`config.mk`:
```
export PLATFORM = sky130hd
export DESIGN_NAME = udp_rx_parser
export DESIGN_NICKNAME = d
export VERILOG_FILES = /design/src/rtl/udp_rx_pkg.sv /design/src/rtl/udp_rx_ctrl.sv /design/src/rtl/udp_rx_hdr_cap.sv /design/src/rtl/udp_rx_fwd.sv /design/src/rtl/udp_rx_parser.sv
export SDC_FILE = /design/constraint.sdc
export NUM_CORES = 1
export LEC_CHECK = 0
export BUFFER_PORTS_ARGS = -buffer_cell sky130_fd_sc_hd__buf_2
export CAP_MARGIN = 20
export CORE_MARGIN = 2
export CORE_UTILIZATION = 40
export DETAILED_ROUTE_END_ITERATION = 10
export PLACE_DENSITY_LB_ADDON = 0.15
export SYNTH_ARGS = -nofsm -noshare
export SYNTH_HDL_FRONTEND = slang
export SYNTH_SLANG_ARGS = --single-unit
```
`constraint.sdc`:
```
create_clock -name clk -period 2.3 [get_ports clk]
set_clock_uncertainty 0.2 [all_clocks]
set_input_delay 0.46 -clock clk [delete_from_list [all_inputs] [get_ports clk]]
set_output_delay 0.46 -clock clk [all_outputs]
set_load 0.02 [all_outputs]
```
`src/rtl/udp_rx_pkg.sv`:
```
package udp_rx_pkg;
  localparam int unsigned BYTE_W   = 8;
  localparam int unsigned HDR_LEN  = 8;
  localparam int unsigned IDX_W    = $clog2(HDR_LEN);
  localparam int unsigned FIELD_W  = 2 * BYTE_W;
  localparam int unsigned SHADOW_N = 6;
  localparam logic [7:0]  PROTO_UDP = 8'h11;

  typedef enum logic [1:0] {
    PH_IDLE,
    PH_HDR,
    PH_PAY,
    PH_SKIP
  } phase_t;
endpackage

```
`src/rtl/udp_rx_ctrl.sv`:
```
module udp_rx_ctrl
  import udp_rx_pkg::*;
(
  input  logic             clk,
  input  logic             rst_n,
  input  logic             start_i,
  input  logic             hdr_ok_i,
  input  logic [7:0]       proto_i,
  input  logic             valid_i,
  input  logic             last_i,
  output logic [IDX_W-1:0] idx_o,
  output logic             hdr_take_o,
  output logic             hdr_done_o,
  output logic             pay_take_o
);
  phase_t           phase_q, phase_d;
  logic [IDX_W-1:0] idx_q, idx_d;
  logic             take, proto_ok, opening, in_hdr;

  always_comb begin
    take       = start_i & valid_i;
    proto_ok   = hdr_ok_i && (proto_i == PROTO_UDP);
    opening    = (phase_q == PH_IDLE) && start_i && hdr_ok_i;
    in_hdr     = (phase_q == PH_HDR) || (opening && proto_ok);
    phase_d    = phase_q;
    idx_d      = idx_q;
    hdr_take_o = 1'b0;
    hdr_done_o = 1'b0;
    pay_take_o = 1'b0;
    if (opening && !proto_ok) phase_d = PH_SKIP;
    if (in_hdr) phase_d = PH_HDR;
    if (in_hdr && take) begin
      hdr_take_o = 1'b1;
      if (idx_q == IDX_W'(HDR_LEN - 1)) begin
        hdr_done_o = 1'b1;
        idx_d      = '0;
        phase_d    = PH_PAY;
      end else begin
        idx_d = idx_q + 1'b1;
      end
    end
    if ((phase_q == PH_PAY) && take) pay_take_o = 1'b1;
    if (take && last_i) begin
      phase_d = PH_SKIP;
      idx_d   = '0;
    end
    if (!start_i) begin
      phase_d = PH_IDLE;
      idx_d   = '0;
    end
  end

  always_ff @(posedge clk or negedge rst_n) begin
    if (!rst_n) begin
      phase_q <= PH_IDLE;
      idx_q   <= '0;
    end else begin
      phase_q <= phase_d;
      idx_q   <= idx_d;
    end
  end

  assign idx_o = idx_q;

  // header position is only non-zero while a header is being collected
  assert_idx_home_R11: assert property (@(posedge clk) disable iff (!rst_n)
    (phase_q != PH_HDR) |-> (idx_q == '0));
endmodule

```
`src/rtl/udp_rx_hdr_cap.sv`:
```
module udp_rx_hdr_cap
  import udp_rx_pkg::*;
#(
  parameter int unsigned ADDR_W = 32
) (
  input  logic               clk,
  input  logic               rst_n,
  input  logic               start_i,
  input  logic               hdr_ok_i,
  input  logic [ADDR_W-1:0]  addr_i,
  input  logic [BYTE_W-1:0]  data_i,
  input  logic [IDX_W-1:0]   idx_i,
  input  logic               take_i,
  input  logic               done_i,
  output logic               hv_o,
  output logic [ADDR_W-1:0]  addr_o,
  output logic [FIELD_W-1:0] sport_o,
  output logic [FIELD_W-1:0] dport_o,
  output logic [FIELD_W-1:0] plen_o
);
  logic [BYTE_W-1:0]  sh_q [SHADOW_N];
  logic [FIELD_W-1:0] len_raw, plen_d;
  logic               hv_d;

  always_ff @(posedge clk or negedge rst_n) begin
    if (!rst_n) begin
      for (int i = 0; i < SHADOW_N; i++) sh_q[i] <= '0;
    end else if (take_i) begin
      for (int i = 0; i < SHADOW_N; i++)
        if (idx_i == IDX_W'(i)) sh_q[i] <= data_i;
    end
  end

  always_comb begin
    len_raw = {sh_q[4], sh_q[5]};
    plen_d  = (len_raw < FIELD_W'(HDR_LEN)) ? '0 : len_raw - FIELD_W'(HDR_LEN);
    hv_d    = hv_o;
    if (!start_i || !hdr_ok_i) hv_d = 1'b0;
    if (done_i) hv_d = 1'b1;
  end

  always_ff @(posedge clk or negedge rst_n) begin
    if (!rst_n) begin
      addr_o  <= '0;
      sport_o <= '0;
      dport_o <= '0;
      plen_o  <= '0;
    end else if (done_i) begin
      addr_o  <= addr_i;
      sport_o <= {sh_q[0], sh_q[1]};
      dport_o <= {sh_q[2], sh_q[3]};
      plen_o  <= plen_d;
    end
  end

  always_ff @(posedge clk or negedge rst_n) begin
    if (!rst_n) hv_o <= 1'b0;
    else        hv_o <= hv_d;
  end

  // fields may change only on the cycle header-valid is freshly raised
  assert_fields_hold_R12: assert property (@(posedge clk) disable iff (!rst_n)
    !$rose(hv_o) && hv_o |-> $stable(plen_o) && $stable(sport_o));
endmodule

```
`src/rtl/udp_rx_fwd.sv`:
```
module udp_rx_fwd
  import udp_rx_pkg::*;
(
  input  logic              clk,
  input  logic              rst_n,
  input  logic              start_i,
  input  logic              take_i,
  input  logic              done_i,
  input  logic [BYTE_W-1:0] data_i,
  input  logic              last_i,
  output logic              udp_start_o,
  output logic [BYTE_W-1:0] data_o,
  output logic              valid_o,
  output logic              last_o
);
  logic [BYTE_W-1:0] data_d;
  logic              valid_d, last_d, st_d;

  always_comb begin
    valid_d = take_i;
    data_d  = take_i ? data_i : '0;
    last_d  = take_i & last_i;
    st_d    = udp_start_o;
    if (last_o || !start_i) st_d = 1'b0;
    if (done_i) st_d = 1'b1;
  end

  always_ff @(posedge clk or negedge rst_n) begin
    if (!rst_n) begin
      data_o      <= '0;
      valid_o     <= 1'b0;
      last_o      <= 1'b0;
      udp_start_o <= 1'b0;
    end else begin
      data_o      <= data_d;
      valid_o     <= valid_d;
      last_o      <= last_d;
      udp_start_o <= st_d;
    end
  end

  assert_idle_zero_R9: assert property (@(posedge clk) disable iff (!rst_n)
    !valid_o |-> (data_o == '0) && !last_o);
endmodule

```
`src/rtl/udp_rx_parser.sv`:
```
module udp_rx_parser
  import udp_rx_pkg::*;
#(
  parameter int unsigned ADDR_W = 32
) (
  input  logic               clk,
  input  logic               rst_n,
  input  logic               ip_start_i,
  input  logic               ip_hdr_ok_i,
  input  logic [7:0]         ip_proto_i,
  input  logic [ADDR_W-1:0]  ip_src_addr_i,
  input  logic [BYTE_W-1:0]  ip_data_i,
  input  logic               ip_valid_i,
  input  logic               ip_last_i,
  output logic               udp_start_o,
  output logic               hdr_valid_o,
  output logic [ADDR_W-1:0]  src_addr_o,
  output logic [FIELD_W-1:0] src_port_o,
  output logic [FIELD_W-1:0] dst_port_o,
  output logic [FIELD_W-1:0] pay_len_o,
  output logic [BYTE_W-1:0]  pay_data_o,
  output logic               pay_valid_o,
  output logic               pay_last_o
);
  logic [IDX_W-1:0] idx;
  logic             hdr_take, hdr_done, pay_take;

  udp_rx_ctrl i_ctrl (
    .clk(clk), .rst_n(rst_n), .start_i(ip_start_i), .hdr_ok_i(ip_hdr_ok_i),
    .proto_i(ip_proto_i), .valid_i(ip_valid_i), .last_i(ip_last_i),
    .idx_o(idx), .hdr_take_o(hdr_take), .hdr_done_o(hdr_done), .pay_take_o(pay_take)
  );

  udp_rx_hdr_cap #(.ADDR_W(ADDR_W)) i_cap (
    .clk(clk), .rst_n(rst_n), .start_i(ip_start_i), .hdr_ok_i(ip_hdr_ok_i),
    .addr_i(ip_src_addr_i), .data_i(ip_data_i), .idx_i(idx), .take_i(hdr_take),
    .done_i(hdr_done), .hv_o(hdr_valid_o), .addr_o(src_addr_o),
    .sport_o(src_port_o), .dport_o(dst_port_o), .plen_o(pay_len_o)
  );

  udp_rx_fwd i_fwd (
    .clk(clk), .rst_n(rst_n), .start_i(ip_start_i), .take_i(pay_take),
    .done_i(hdr_done), .data_i(ip_data_i), .last_i(ip_last_i),
    .udp_start_o(udp_start_o), .data_o(pay_data_o), .valid_o(pay_valid_o),
    .last_o(pay_last_o)
  );

  assert_start_with_hdr_R6: assert property (@(posedge clk) disable iff (!rst_n)
    $rose(udp_start_o) |-> hdr_valid_o);

  assert_pay_in_pkt_R7: assert property (@(posedge clk) disable iff (!rst_n)
    pay_valid_o |-> udp_start_o);

  assert_len_bound_R4: assert property (@(posedge clk) disable iff (!rst_n)
    hdr_valid_o |-> (pay_len_o <= FIELD_W'(16'hFFFF - HDR_LEN)));
endmodule

```
== Word-level counts from Yosys, hierarchy flattened ==
Index checks and enable logic that the tools add are counted.

* Register bits: 145
* Bits in latches: 0
* RAM bits: 0
* Bits in read-only memories: 0
* Bits of input ports: 54
* Output and inout bits: 92
* Memories kept: 0

* Add/sub/neg operators: 2
* Multiply operators: 0
* Divide/modulo/power cells: 0
* Order comparisons: 1
* Eq/ne operators: 10
* Shifts and indexed selects: 0
* Mux-type cells: 20
* Bitwise operators: 2
* Reduce and logical (&&, ||, !) cells: 24

{| class="wikitable"
|+ Operators by type and width
! cell !! number
|-
| $lt 16x4->1 const B || 1
|-
| $mux 16 || 1
|-
| $sub 16x4->16 const B || 1
|-
| $mux 2 || 6
|-
| $mux 3 || 4
|-
| $reduce_and 2->1 || 6
|-
| $eq 3x3->1 const B || 3
|-
| $eq 8x5->1 const B || 1
|-
| $logic_and 1x1->1 || 8
|-
| $mux 1 || 8
|-
| $mux 8 || 1
|-
| $eq 3x2->1 const B || 2
|-
| $reduce_bool 2->1 || 2
|-
| $add 3x1->3 const B || 1
|-
| $eq 3x1->1 const B || 1
|-
| $logic_not 1->1 || 3
|-
| $logic_not 3->1 || 1
|-
| $logic_or 1x1->1 || 3
|-
| $ne 3x1->1 const B || 1
|-
| $and 1x1->1 || 2
|-
| $eq 2x1->1 const B || 1
|-
| $eq 2x2->1 const B || 1
|-
| $logic_not 2->1 || 1
|}

== Depth between registers and ports, before layout ==
* Word-level depth: 10
* Mapped depth: 8
* Depth with buffers taken out: 6

== By module ==
Synthesis repeated with hierarchy kept, for this count alone.

* Cells, all modules: 394
* Area total of the unflattened synthesis: 5,724.2 um2

{| class="wikitable"
|+ By module, submodules not included
! module !! times used !! cells each !! area each (um2) !! seq. area each (um2)
|-
| udp_rx_hdr_cap || 1 || 339 || 5,039.8 || 3,228.1
|-
| udp_rx_fwd || 1 || 22 || 342.8 || 275.3
|-
| udp_rx_ctrl || 1 || 33 || 341.6 || 125.1
|}

== Worst setup path before layout ==
No wires, ideal clock.

* Path kind: input -> register
* Start: input port ip_start_i
* End: register i_cap.addr_o[0]
* Setup time: 125 ps
* Arrival: 1,783 ps
* Data required time: 1,975 ps
* Path slack: 192 ps
* Cell stages on the path: 8
* Buffers on the path: 4
* Path through: buf_2 > nand2_1 > and4b_1 > buf_2 > o21ai_2 > buf_6 > buf_6 > mux2_4

* Cells in the longest elaborated chain, start to end: 6
* Elaborated cells on any way between the ends: 7
* Classes of those cells: 1 x mux; 1 x bitwise; 5 x reduce/logical

{| class="wikitable"
|+ RTL lines
! item !! line !! text
|-
| start: declaration || udp_rx_parser.sv:8 || <nowiki>input logic ip_start_i,</nowiki>
|-
| $logic_and 1x1->1 (2 in a row) || udp_rx_ctrl.sv:23 || <nowiki>opening = (phase_q == PH_IDLE) && start_i && hdr_ok_i;</nowiki>
|-
| $logic_and 1x1->1 || udp_rx_ctrl.sv:24 || <nowiki>in_hdr = (phase_q == PH_HDR) || (opening && proto_ok);</nowiki>
|-
| $logic_or 1x1->1 || udp_rx_ctrl.sv:24 ||
|-
| $logic_and 1x1->1 * || udp_rx_ctrl.sv:32 || <nowiki>if (in_hdr && take) begin</nowiki>
|-
| $mux 1 * || udp_rx_ctrl.sv:32 ||
|-
| end signal: assignment || udp_rx_hdr_cap.sv:49 || <nowiki>addr_o <= addr_i;</nowiki>
|-
| end: declaration || udp_rx_hdr_cap.sv:16 || <nowiki>output logic [ADDR_W-1:0] addr_o,</nowiki>
|}

Mark *: on every way between the ends. The rest lies on a longest branch, timed or not.
A chain may end at the register's enable or synchronous reset.

== Worst setup path after layout ==
* Start: register i_ctrl.phase_q[1]
* End: register i_cap.sh_q[38] (netlist bit)

* Cells in the longest elaborated chain, start to end: 8
* Elaborated cells on any way between the ends: 9
* Classes of those cells: 1 x eq/ne; 1 x mux; 7 x reduce/logical

{| class="wikitable"
|+ RTL lines
! item !! line !! text
|-
| start: declaration || udp_rx_ctrl.sv:16 || <nowiki>phase_t phase_q, phase_d;</nowiki>
|-
| start signal: assignment || udp_rx_ctrl.sv:58 || <nowiki>phase_q <= phase_d;</nowiki>
|-
| $logic_not 2->1 || udp_rx_ctrl.sv:23 ||
|-
| $logic_and 1x1->1 (2 in a row) || udp_rx_ctrl.sv:23 ||
|-
| $logic_and 1x1->1 || udp_rx_ctrl.sv:24 ||
|-
| $logic_or 1x1->1 * || udp_rx_ctrl.sv:24 ||
|-
| $logic_and 1x1->1 * || udp_rx_ctrl.sv:32 ||
|-
| $mux 1 * || udp_rx_ctrl.sv:32 ||
|-
| $reduce_and 2->1 (no line) * || -- ||
|-
| end signal: indexed assignment || udp_rx_hdr_cap.sv:30 || <nowiki>if (idx_i == IDX_W'(i)) sh_q[i] <= data_i;</nowiki>
|-
| end: declaration || udp_rx_hdr_cap.sv:21 || <nowiki>logic [BYTE_W-1:0] sh_q [SHADOW_N];</nowiki>
|}

Marks and branches as above.

==> key figures <==
Detailed routing
  • # DRC: 0
  • DRT Pass-1 Iters: 4
  • Via count: 3786
  • Final ANT Viol Nets: 0
  • Wire per inst: 16.6 um
  • Vias/cell: 4.86
  • DRT iter0 DRCs: 116
  • WL final: 13000 um

Synth
  • Post-synth top area cell: dfrtp_1
  • Avg Cell Area, Syn: 15.6 um2
  • Synth unique cells: 44
  • Share of the synthesized area in the top cell type: 58.4%
  • Post-Syn Instances: 398
  • Synth area leaders: dfrtp_1 (58%), mux2_4 (16%), mux2_2 (12%)
  • Mapped cell area: 6210 um2
  • Synth Register Bits: 145
  • Post-Syn Nets: 459
  • Synth async-reset ratio: 100%
  • Ys Warns: 0
  • Ys flop type: dfrtp_1
  • Post-synth EDFFs: 0
  • Sequential fraction of the synthesis area: 58.4%

Clock tree
  • CTS tree: yes
  • Root buffer cell: clkbuf_16
  • Clock Tree Buf Depth: 2
  • Clock sinks: 145
  • Number of CTS-inserted buffers: 17
  • Clk slew on worst S/H paths: 60 ps
  • CTS H-tree depth: 4
  • Clk_lat worst skew: 410 ps

Die
  • Io pins: 146
  • Die height: 129 um
  • Initial Util: 40.8%
  • Site Rows: 45
  • Core area: 15200 um2
  • Overall die width: 129 um
  • DIE AREA: 16500 um2

Final layout
  • # diodes: 0
  • Util after Layout: 52.7%
  • Share of cells above drive strength 1: 58.7%
  • P&R area growth vs syn: 29.1%
  • # nets final: 639
  • Design area: 8020 um2

Worst setup path
  • Crit Path Max Fanout: 8
  • Worst Setup SP: i_ctrl.phase_q[1]
  • Origin of the critical flop-to-flop path: i_ctrl.phase_q[1]
  • CP required: 2400 ps
  • Critical path type: reg2reg
  • Crit. End Element: flip-flop
  • Worst setup SP type: flip-flop
  • WP data arrival: 2230 ps

Timing
  • RSZ-0062 raised after global routing: no
  • FMAX: 469 MHz
  • Final hold viol count: 0
  • Setup ws final: 167 ps
  • Clock period minus worst slack: 2130 ps
  • Final setup fails: 0
  • Least-Margin Pin Slew: 494 ps
  • Relative max-transition margin: 67.1%
  • Fin crit share: 92.7%
  • Slew Limit Fails: 0

Pwr
  • Peak supply drop: 474 uV
  • Cell area power density: 714 nW/um2
  • LEAKAGE: 4.57 nW

Status
  • Run status: complete, no violations

Worst hold path
  • HP Class: in2reg
  • Hold Crit Start: ip_src_addr_i[27]

Global routing
  • Initial antenna violation count: 0
  • Overflow after GRT: 0
  • First-pass GRT wire length: 21000 um
  • Largest net degree at the start of global routing: 58
  • All-Layer GR Usage: 16.8%
  • Vias in the first global route: 3995

Run
  • Max Cap Viol: 0

Place
  • Port Buffers: 145
  • Area after DPL: 7400 um2
  • Routability Congestion: 0.831
  • Worst slack, placed: -70.9 ps
  • Post-DP HPWL: 9080 um
[sequential cells by signal, indices dropped and copies added, names as in the netlist, 3 cells and up]
register / flops
i_cap.addr_o: 32
i_cap.sh_q: 32
i_cap.plen_o: 16
i_cap.dport_o: 16
i_fwd.data_o: 8
i_cap.len_raw: 16
i_cap.sport_o: 16
i_ctrl.idx_o: 3
[repair_timing]
item	4_1_cts	5_1_grt
hold buffers	1	0
hold endpoints to repair	36	0
resized for setup	0	0
buffers inserted	0	0
[where the power goes]
part           leakage (nW)  switching [W]  internal, W
combinational          2.27       0.000144     0.000125
clock                 0.297        0.00101      0.00179
sequential             2.01      0.0000345      0.00262
[worst max-delay path, stage by stage (launching register included)]
cell     delay [ps]
dfrtp_1         430
nor3b_1         260
and4b_1         380
o211a_1         270
buf_12          140
mux2_2          330
[worst paths after layout]
kind / slack, ps / depth (start not counted) / to
setup / recovery: 170 / 5 / i_cap.sh_q[38]
hold / removal: 70 / 2 / i_cap.addr_o[27]
setup reg to reg: 170 / 5 / i_cap.sh_q[38]
hold reg to reg: 300 / 1 / i_cap.addr_o[26]
max in group asynchronous: 970 / 3 / i_cap.dport_o[11]
min in group asynchronous: 330 / 2 / i_cap.addr_o[6]
[placed cells by master (no fill, tap or decap), types with 3 or more instances in the layout]
| cell | Yosys | routed |
|---|---|---|
| a21oi_1 | 9 | 9 |
| clkbuf_1 | 1 | 3 |
| clkbuf_16 | 0 | 17 |
| inv_1 | 8 | 8 |
| nand4b_1 | 3 | 3 |
| buf_2 | 7 | 144 |
| mux2_2 | 64 | 64 |
| nor3_1 | 3 | 3 |
| nand2_1 | 10 | 10 |
| clkinv_2 | 0 | 3 |
| bufinv_16 | 0 | 3 |
| nor2_1 | 7 | 7 |
| buf_4 | 0 | 23 |
| nor2b_1 | 5 | 5 |
| mux2_4 | 66 | 66 |
| o211a_1 | 3 | 3 |
| clkbuf_8 | 0 | 3 |
| ha_1 | 7 | 7 |
| and2_1 | 9 | 9 |
| dfrtp_1 | 145 | 145 |
| buf_12 | 0 | 9 |
| o21ai_0 | 3 | 3 |
[synthesized netlist by cell type (3+ instances only)]
| library cell | n |
|---|---|
| nor2_1 | 7 |
| and2_1 | 9 |
| nor3_1 | 3 |
| nor2b_1 | 5 |
| mux2_2 | 64 |
| dfrtp_1 | 145 |
| nand4b_1 | 3 |
| buf_2 | 7 |
| nand2_1 | 10 |
| buf_6 | 9 |
| a21oi_1 | 9 |
| o21ai_0 | 3 |
| o211a_1 | 3 |
| mux2_4 | 66 |
| inv_1 | 8 |
| ha_1 | 7 |
[area by class of cell]
| cell class | instances | area (um2) |
|---|---|---|
| repair buffers | 178 | 1090 |
| flip-flops and latches | 145 | 3630 |
| multi-input cells | 228 | 2420 |
| well taps | 188 | 235 |
| fillers | 1335 | 7190 |
| clock buffers | 23 | 478 |
| clock inverters | 9 | 130 |
| inverters | 8 | 30.0 |
[cell families (layout without fill, tap and decap cells)]
kind of cell               after synthesis  count (layout)  share of synthesized area [%]
AOI/OAI and AO/OA                       30              30                           3.51
xor gates and xnor gates                 2               2                          0.282
adders and majority gates                7               7                           1.41
buffers and inverters                   25             218                           2.74
DFF                                    145             145                           58.4
muxes                                  130             130                           27.6
and+or+nand+nor                         59              59                           6.07
[layer usage]
layer	track usage [%]	vias up	part of all wire, %
met3	5.28	12	5.7
met2	27.2	120	48
met4	6.14	0	1.3
li1	-	1781	-
met5	0	-	0
met1	21.3	1873	45
[per-stage QoR]
stage	TNS, ps	power [W]	hold WS (ps)	instances
floorplan	0	0.00280	-35.6	398
global placement	-1560	0.00296	186	746
detailed placement	-2550	0.00297	190	746
CTS	0	0.00581	47.5	779
global route	0	0.00598	48.0	779
finish	0	0.00572	73.5	779
No activity file was read; power rests on OpenSTA's default activity.
